==> config.mk <==
export PLATFORM = sky130hd
export DESIGN_NAME = owb_engine
export DESIGN_NICKNAME = d
export VERILOG_FILES = /design/src/rtl/owb_pkg.sv /design/src/rtl/owb_control.sv /design/src/rtl/owb_datapath.sv /design/src/rtl/owb_engine.sv
export SDC_FILE = /design/constraint.sdc
export NUM_CORES = 1
export LEC_CHECK = 0
export BUFFER_PORTS_ARGS = -buffer_cell sky130_fd_sc_hd__buf_2
export CORE_MARGIN = 10
export CORE_UTILIZATION = 52
export CTS_CLUSTER_SIZE = 20
export DETAILED_ROUTE_END_ITERATION = 6
export PLACE_DENSITY = 0.74
export SETUP_SLACK_MARGIN = 0.1
export SLEW_MARGIN = 40
export SYNTH_ARGS = -nofsm -noshare
export SYNTH_HDL_FRONTEND = slang
export SYNTH_SLANG_ARGS = --single-unit
==> constraint.sdc <==
create_clock -name clk -period 5.1 [get_ports clk]
set_clock_uncertainty 0.2 [all_clocks]
set_input_delay 0.255 -clock clk [delete_from_list [all_inputs] [get_ports clk]]
set_output_delay 0.255 -clock clk [all_outputs]
set_load 0.01 [all_outputs]
==> src/rtl/owb_pkg.sv <==
package owb_pkg;

  typedef enum logic [1:0] {
    ST_IDLE,
    ST_SLOT,
    ST_RLOW,
    ST_RHIGH
  } owbState_t;

  // strobes from control to datapath
  typedef struct packed {
    logic startSlot;
    logic startRst;
    logic cntClr;
    logic inSlot;
    logic inRstLow;
    logic inRstHigh;
    logic slotDone;
  } owbCtl_t;

  // timing flags from datapath to control
  typedef struct packed {
    logic slotEnd;
    logic rstLowEnd;
    logic rstHighEnd;
  } owbTim_t;

  localparam logic [7:0] CMD_BIT   = 8'h87;
  localparam logic [7:0] CMD_RESET = 8'hB4;

  function automatic int maxOf(input int a, input int b);
    return (a > b) ? a : b;
  endfunction

endpackage

==> src/rtl/owb_control.sv <==
module owb_control
  import owb_pkg::*;
(
  input  logic       clk,
  input  logic       rstN,
  input  logic       cmdValid,
  input  logic [7:0] cmdCode,
  input  owbTim_t    tim,
  output owbCtl_t    ctl,
  output logic       cmdAck,
  output logic       busy
);

  owbState_t state, stateNext;
  logic isSlotCode, isRstCode;

  assign isSlotCode = (cmdCode == CMD_BIT);
  assign isRstCode  = (cmdCode == CMD_RESET);
  assign busy       = (state != ST_IDLE);
  assign cmdAck     = cmdValid && (isSlotCode || isRstCode) && (state == ST_IDLE);

  always_comb begin
    stateNext = state;
    unique case (state)
      ST_IDLE: begin
        if (cmdAck) stateNext = isSlotCode ? ST_SLOT : ST_RLOW;
      end
      ST_SLOT:  if (tim.slotEnd)    stateNext = ST_IDLE;
      ST_RLOW:  if (tim.rstLowEnd)  stateNext = ST_RHIGH;
      ST_RHIGH: if (tim.rstHighEnd) stateNext = ST_IDLE;
      default:  stateNext = ST_IDLE;
    endcase
  end

  always_ff @(posedge clk or negedge rstN) begin
    if (!rstN) state <= ST_IDLE;
    else       state <= stateNext;
  end

  always_comb begin
    ctl.startSlot = cmdAck && isSlotCode;
    ctl.startRst  = cmdAck && isRstCode;
    ctl.cntClr    = cmdAck || ((state == ST_RLOW) && tim.rstLowEnd);
    ctl.inSlot    = (state == ST_SLOT);
    ctl.inRstLow  = (state == ST_RLOW);
    ctl.inRstHigh = (state == ST_RHIGH);
    ctl.slotDone  = (state == ST_SLOT) && tim.slotEnd;
  end

  // an accepted command always leads to a busy operation
  assert_accept_busy_R2: assert property (@(posedge clk) disable iff (!rstN)
    cmdAck |=> busy);

  // no acceptance while an operation runs
  assert_busy_no_ack_R7: assert property (@(posedge clk) disable iff (!rstN)
    busy |-> !cmdAck);

  // reset release phase always follows the low phase
  assert_rst_order_R9: assert property (@(posedge clk) disable iff (!rstN)
    (state == ST_RLOW && tim.rstLowEnd) |=> (state == ST_RHIGH));

endmodule

==> src/rtl/owb_datapath.sv <==
module owb_datapath
  import owb_pkg::*;
#(
  parameter int SLOT_STD    = 3500,
  parameter int LOW0_STD    = 3000,
  parameter int LOW1_STD    = 300,
  parameter int SAMP_STD    = 750,
  parameter int RSTL_STD    = 28000,
  parameter int RSTH_STD    = 28000,
  parameter int SLOT_OD     = 500,
  parameter int LOW0_OD     = 400,
  parameter int LOW1_OD     = 50,
  parameter int SAMP_OD     = 100,
  parameter int RSTL_OD     = 3500,
  parameter int RSTH_OD     = 3500,
  parameter int SHORT_CHK   = 100,
  parameter int BOOST       = 125,
  parameter int SYNC_STAGES = 2
)(
  input  logic       clk,
  input  logic       rstN,
  input  owbCtl_t    ctl,
  input  logic [7:0] cmdParam,
  input  logic       cfgSpeed,
  input  logic       cfgApu,
  input  logic       cfgSpu,
  input  logic       lineIn,
  output owbTim_t    tim,
  output logic       lineDrive,
  output logic       activePull,
  output logic       strongPull,
  output logic       sbr,
  output logic       dir,
  output logic       presence,
  output logic       shortDet
);

  localparam int MAX_SLOT = maxOf(SLOT_STD, SLOT_OD);
  localparam int MAX_RST  = maxOf(maxOf(RSTL_STD, RSTH_STD), maxOf(RSTL_OD, RSTH_OD));
  localparam int MAX_LOWB = maxOf(LOW0_STD, LOW0_OD) + BOOST;
  localparam int MAXT     = maxOf(maxOf(MAX_SLOT, MAX_RST), MAX_LOWB);
  localparam int CW       = $clog2(MAXT + 1);

  localparam logic [CW-1:0] SLOT_S_L = CW'(SLOT_STD - 1);
  localparam logic [CW-1:0] SLOT_O_L = CW'(SLOT_OD - 1);
  localparam logic [CW-1:0] RSTL_S_L = CW'(RSTL_STD - 1);
  localparam logic [CW-1:0] RSTL_O_L = CW'(RSTL_OD - 1);
  localparam logic [CW-1:0] RSTH_S_L = CW'(RSTH_STD - 1);
  localparam logic [CW-1:0] RSTH_O_L = CW'(RSTH_OD - 1);
  localparam logic [CW-1:0] LOW0_S   = CW'(LOW0_STD);
  localparam logic [CW-1:0] LOW0_O   = CW'(LOW0_OD);
  localparam logic [CW-1:0] LOW1_S   = CW'(LOW1_STD);
  localparam logic [CW-1:0] LOW1_O   = CW'(LOW1_OD);
  localparam logic [CW-1:0] SAMP_S   = CW'(SAMP_STD);
  localparam logic [CW-1:0] SAMP_O   = CW'(SAMP_OD);
  localparam logic [CW-1:0] SHORT_C  = CW'(SHORT_CHK);
  localparam logic [CW-1:0] BOOST_C  = CW'(BOOST);

  logic [CW-1:0] cnt;
  logic          speedQ, apuQ, spuQ;
  logic          active, lineS;
  logic [CW-1:0] slotLast, rstlLast, rsthLast, lowT, sampT, boostEnd;

  // two-flop (or deeper) line synchroniser, idle level high
  logic [SYNC_STAGES-1:0] syncQ;
  generate
    if (SYNC_STAGES == 1) begin : g_sync1
      always_ff @(posedge clk or negedge rstN) begin
        if (!rstN) syncQ <= '1;
        else       syncQ <= lineIn;
      end
    end else begin : g_syncN
      always_ff @(posedge clk or negedge rstN) begin
        if (!rstN) syncQ <= '1;
        else       syncQ <= {syncQ[SYNC_STAGES-2:0], lineIn};
      end
    end
  endgenerate
  assign lineS = syncQ[SYNC_STAGES-1];

  // timing table selected by the latched speed
  always_comb begin
    slotLast = speedQ ? SLOT_O_L : SLOT_S_L;
    rstlLast = speedQ ? RSTL_O_L : RSTL_S_L;
    rsthLast = speedQ ? RSTH_O_L : RSTH_S_L;
    sampT    = speedQ ? SAMP_O   : SAMP_S;
    if (dir) lowT = speedQ ? LOW1_O : LOW1_S;
    else     lowT = speedQ ? LOW0_O : LOW0_S;
    boostEnd = lowT + BOOST_C;
  end

  assign active = ctl.inSlot || ctl.inRstLow || ctl.inRstHigh;

  always_ff @(posedge clk or negedge rstN) begin
    if (!rstN)           cnt <= '0;
    else if (ctl.cntClr) cnt <= '0;
    else if (active)     cnt <= cnt + 1'b1;
  end

  // configuration and slot value captured at acceptance
  always_ff @(posedge clk or negedge rstN) begin
    if (!rstN) begin
      speedQ <= 1'b0;
      apuQ   <= 1'b0;
      spuQ   <= 1'b0;
      dir    <= 1'b0;
    end else begin
      if (ctl.startSlot || ctl.startRst) begin
        speedQ <= cfgSpeed;
        apuQ   <= cfgApu;
        spuQ   <= cfgSpu;
      end
      if (ctl.startSlot) dir <= cmdParam[7];
    end
  end

  always_comb begin
    tim.slotEnd    = (cnt == slotLast);
    tim.rstLowEnd  = (cnt == rstlLast);
    tim.rstHighEnd = (cnt == rsthLast);
  end

  assign lineDrive  = (ctl.inSlot && (cnt < lowT)) || ctl.inRstLow;
  assign activePull = apuQ && ctl.inSlot && (cnt >= lowT) && (cnt < boostEnd);

  // sampled slot bit
  always_ff @(posedge clk or negedge rstN) begin
    if (!rstN)                           sbr <= 1'b0;
    else if (ctl.inSlot && cnt == sampT) sbr <= lineS;
  end

  // reset window results
  always_ff @(posedge clk or negedge rstN) begin
    if (!rstN) begin
      shortDet <= 1'b0;
      presence <= 1'b0;
    end else if (ctl.startRst) begin
      shortDet <= 1'b0;
      presence <= 1'b0;
    end else if (ctl.inRstHigh && !lineS) begin
      if (cnt == SHORT_C)                 shortDet <= 1'b1;
      else if (cnt > SHORT_C && !shortDet) presence <= 1'b1;
    end
  end

  // strong pull-up after a slot
  always_ff @(posedge clk or negedge rstN) begin
    if (!rstN)                         strongPull <= 1'b0;
    else if (ctl.startSlot || ctl.startRst) strongPull <= 1'b0;
    else if (ctl.slotDone && spuQ)     strongPull <= 1'b1;
  end

  assert_slot_bound_R3: assert property (@(posedge clk) disable iff (!rstN)
    ctl.inSlot |-> (cnt <= slotLast));

  assert_short_excl_R10: assert property (@(posedge clk) disable iff (!rstN)
    shortDet |-> !presence);

  assert_boost_release_R12: assert property (@(posedge clk) disable iff (!rstN)
    activePull |-> !lineDrive);

  assert_strong_idle_R13: assert property (@(posedge clk) disable iff (!rstN)
    strongPull |-> !active);

  assert_sbr_hold_R5: assert property (@(posedge clk) disable iff (!rstN)
    (ctl.inSlot && cnt != sampT) |=> $stable(sbr));

endmodule

==> src/rtl/owb_engine.sv <==
module owb_engine
  import owb_pkg::*;
#(
  parameter int SLOT_STD    = 3500,
  parameter int LOW0_STD    = 3000,
  parameter int LOW1_STD    = 300,
  parameter int SAMP_STD    = 750,
  parameter int RSTL_STD    = 28000,
  parameter int RSTH_STD    = 28000,
  parameter int SLOT_OD     = 500,
  parameter int LOW0_OD     = 400,
  parameter int LOW1_OD     = 50,
  parameter int SAMP_OD     = 100,
  parameter int RSTL_OD     = 3500,
  parameter int RSTH_OD     = 3500,
  parameter int SHORT_CHK   = 100,
  parameter int BOOST       = 125,
  parameter int SYNC_STAGES = 2
)(
  input  logic       clk,
  input  logic       rstN,
  input  logic       cmdValid,
  input  logic [7:0] cmdCode,
  input  logic [7:0] cmdParam,
  output logic       cmdAck,
  input  logic       cfgSpeed,
  input  logic       cfgApu,
  input  logic       cfgSpu,
  input  logic       lineIn,
  output logic       lineDrive,
  output logic       activePull,
  output logic       strongPull,
  output logic       busy,
  output logic       sbr,
  output logic       dir,
  output logic       presence,
  output logic       shortDet
);

  owbCtl_t ctl;
  owbTim_t tim;

  owb_control u_control (
    .clk      (clk),
    .rstN     (rstN),
    .cmdValid (cmdValid),
    .cmdCode  (cmdCode),
    .tim      (tim),
    .ctl      (ctl),
    .cmdAck   (cmdAck),
    .busy     (busy)
  );

  owb_datapath #(
    .SLOT_STD (SLOT_STD), .LOW0_STD (LOW0_STD), .LOW1_STD (LOW1_STD),
    .SAMP_STD (SAMP_STD), .RSTL_STD (RSTL_STD), .RSTH_STD (RSTH_STD),
    .SLOT_OD  (SLOT_OD),  .LOW0_OD  (LOW0_OD),  .LOW1_OD  (LOW1_OD),
    .SAMP_OD  (SAMP_OD),  .RSTL_OD  (RSTL_OD),  .RSTH_OD  (RSTH_OD),
    .SHORT_CHK(SHORT_CHK), .BOOST   (BOOST),    .SYNC_STAGES(SYNC_STAGES)
  ) u_datapath (
    .clk        (clk),
    .rstN       (rstN),
    .ctl        (ctl),
    .cmdParam   (cmdParam),
    .cfgSpeed   (cfgSpeed),
    .cfgApu     (cfgApu),
    .cfgSpu     (cfgSpu),
    .lineIn     (lineIn),
    .tim        (tim),
    .lineDrive  (lineDrive),
    .activePull (activePull),
    .strongPull (strongPull),
    .sbr        (sbr),
    .dir        (dir),
    .presence   (presence),
    .shortDet   (shortDet)
  );

  // the line is never pulled down while idle
  assert_idle_release_R1: assert property (@(posedge clk) disable iff (!rstN)
    !busy |-> !lineDrive);

endmodule

==> impl_results.md <==
- Status: complete, no violations
- Cells taking the most area after synthesis: dfrtp_1 (29%), ha_1 (12%), xnor2_1 (4.9%)
- RSZ-0062 raised after global routing: false
- Post-Synthesis Cells: ~250
- WP data arrival: approximately 2800 ps
- Fraction of the mapped netlist area in simple logic gates: 25.7%
- All-Layer GR Usage: 15.0%
- CTS Buf Count: 3
- Die Span X: ~84 microns
- Crit. End Element: primary output
- Hold Crit Class: in -> reg
- Top post-synthesis cells by count: dfrtp_1 (25), nand2_1 (24), nor2_1 (24)
- Row cnt: 23
- Count of cell types in the netlist: slightly above 50
- Leak pwr: approximately 1.1 nW
- Area of the die: between 0.007 and 0.008 sq mm
- Fin. Hold Viols: 0
- Fin nets: 314
- TritonRoute pass-1 iters: 4
- Req. time, crit path: 4640 ps
- Yosys reg bits: 27
- Drt via density: between 6 and 7
- # setup viols final: 0
- EDFF count, synth: 0
- Synthesized Nets: approximately 290
- Insertion delay to the later sink of the worst-skew pair: approximately 280 ps
- Post-Synth Adder-Cell Area: approximately 12%
- Max-slew violations: 0
- Fin crit share: a little over three fifths
- Total wire length: 5440 microns
- Vias: around 1900
- Final design utilization: 59.0%
- Area growth, synth to finish: 10.0%
- Mapped Area: between 0.002 and 0.0025 sq mm
- Initial DRC count: about 180
- Post-DP HPWL: roughly 4000 microns
- Max FFs per register: 15
- Synth Flop Type: dfrtp_1
- Largest family of logic cells by synthesized area: simple AND/OR/NAND/NOR gates
- Post-synthesis xor/xnor area fraction: between 4 and 5%
- Layout cell share with drive strength beyond 1: 16.7%
- Ports: 32
- Core area: 0.00400 sq mm
- Dominant cell type by area after synthesis: dfrtp_1
- Design Area, Final: about 0.0024 sq mm
- First-pass GRT wire length: 9030 microns
- Crit path launch type: flop
- CTS tree: yes
- Post-synthesis mux area share: 1.52%
- Worst slew pin tran: just over 600 ps
- Pwr Density: about 320 mW/mm^2
- GR Overflow Total: 0
- Clock sinks: 27
- Clock tree root driver cell: clkbuf_8
- Max_slew headroom: 58.5%
- Largest regs: u_datapath.cnt: 15 flops, u_control.state: 2 flops, u_datapath.syncQ: 2 flops
- Fmax: about 310 MHz
- Min Tclk post-route: ~3200 ps
- Dpl cell area: about 0.0023 sq mm
- Largest net degree at the start of global routing: 28
- Routed WL per cell: 17.0 microns
- Critical path type: reg -> out
- Post-route ant nets: 0
- Syn_area_per_cell: about 8.6 sq um
- CP max FO: 15
- Hold buffer count at CTS: 5
- Starting Density: between 50% and 60%
- DRC: 0
- Die H: ~84 microns
- Setup TNS: 0 ps
- Inserted Diodes: 0
- Ys async rst share: 100%
- CTS Buffer Depth: 2
- Max IR drop VDD: ~190 uV
- Top-count cell post-synth: dfrtp_1
- # port buffers: 24
- Part of the Yosys area used for sequential elements: about a third
- Setup Buffers After CTS: 0
- Fillers: 359
- GP Congestion: 0.876
- Compound-gate portion of the synthesized area: approximately 18%
- Post-synth top area share: between 20 and 30%
- Clk slew on worst S/H paths: roughly 90 ps
- H-tree levels: 1
- Max-cap violations: 0
- Synthesis Warnings: 0
- Largest register by flop count: u_datapath.cnt
- CTS resizes: 0
- Vias in the first global route: roughly 1800
- Hold_ws: ~16 ps
- Antenna violations before repair: 0
[layout by cell type, fill, tap and decap left out, types with 4 or more instances in the layout]
cell / instances
o21ai_0: 6
a211oi_1: 5
xnor2_1: 12
and2_1: 5
a21oi_1: 12
a2111oi_0: 6
a211o_1: 5
nor4_1: 4
dlygate4sd3_1: 5
nand4_1: 8
nor3_1: 7
nand2b_1: 5
buf_2: 24
nand2_1: 24
dfrtp_1: 25
ha_1: 21
nand3_1: 10
nor2_1: 23
inv_1: 17
[power by group]
| group | internal, W | switching, W | leakage [nW] | total (W) |
|---|---|---|---|---|
| Clock | 0.0000561 | 0.0000671 | 0.0228 | 0.000123 |
| Sequential | 0.000253 | 0.0000987 | 0.347 | 0.000352 |
| Combinational | 0.000122 | 0.000158 | 0.741 | 0.000280 |
| Total | 0.000431 | 0.000324 | 1.11 | 0.000755 |
[per-layer routing]
metal  wire length (microns)  share of wire, %  GRT usage [%]
met1                    2450                45           20.2
met2                    2580                47           23.7
met3                     355               6.5           2.71
met4                      51              0.94           4.26
met5                       0                 0              0
[layout make-up]
type | instances | area, sq um | share of cell area (%)
multi-input combinational | 192 | 1340 | 56.8
sequential | 27 | 678 | 28.7
timing repair buffer | 29 | 170 | 7.21
inverter | 17 | 63.8 | 2.70
tap | 50 | 62.6 | 2.65
clock buffer | 4 | 45.0 | 1.91
[worst paths after layout]
kind                                             to  cells after the start           startpoint  slack (ps)
worst max-delay path                      lineDrive                      9    u_datapath.speedQ        1890
min in group asynchronous        u_datapath.cnt[10]                      2                 rstN         320
max in group asynchronous        u_control.state[0]                      2                 rstN        3980
worst max register to register    u_datapath.cnt[3]                      6    u_datapath.cnt[1]        2500
worst min register to register  u_datapath.syncQ[1]                      0  u_datapath.syncQ[0]         160
worst min-delay path                 u_datapath.dir                      2          cmdParam[7]          20
[logic make-up after synthesis]
kind of cell | after synthesis
AND/OR/NAND/NOR | 103
AO/OA/AOI/OAI | 52
buffers and inverters | 29
flip-flops | 27
adder cells (fa/ha/maj) | 21
XOR/XNOR | 12
multiplexers | 3
other | 1
[critical path, cell delays in order (launching register included)]
cell and delay [ps]:
dfrtp_1 670, nand2_1 140, inv_1 110, ha_1 270, a211o_1 300, a31oi_1 130
o21ai_0 100, a22o_1 200, o41ai_1 340, buf_2 210
[stage by stage]
step                worst slack [ps]  cells  power [W]
floorplan                       2460    248   0.000537
global placement                2240    310   0.000618
detailed placement              2240    310   0.000629
CTS                             1910    319   0.000758
global route                    1700    319   0.000814
finish                          1890    319   0.000755
Power figures use the tool's default switching activity.
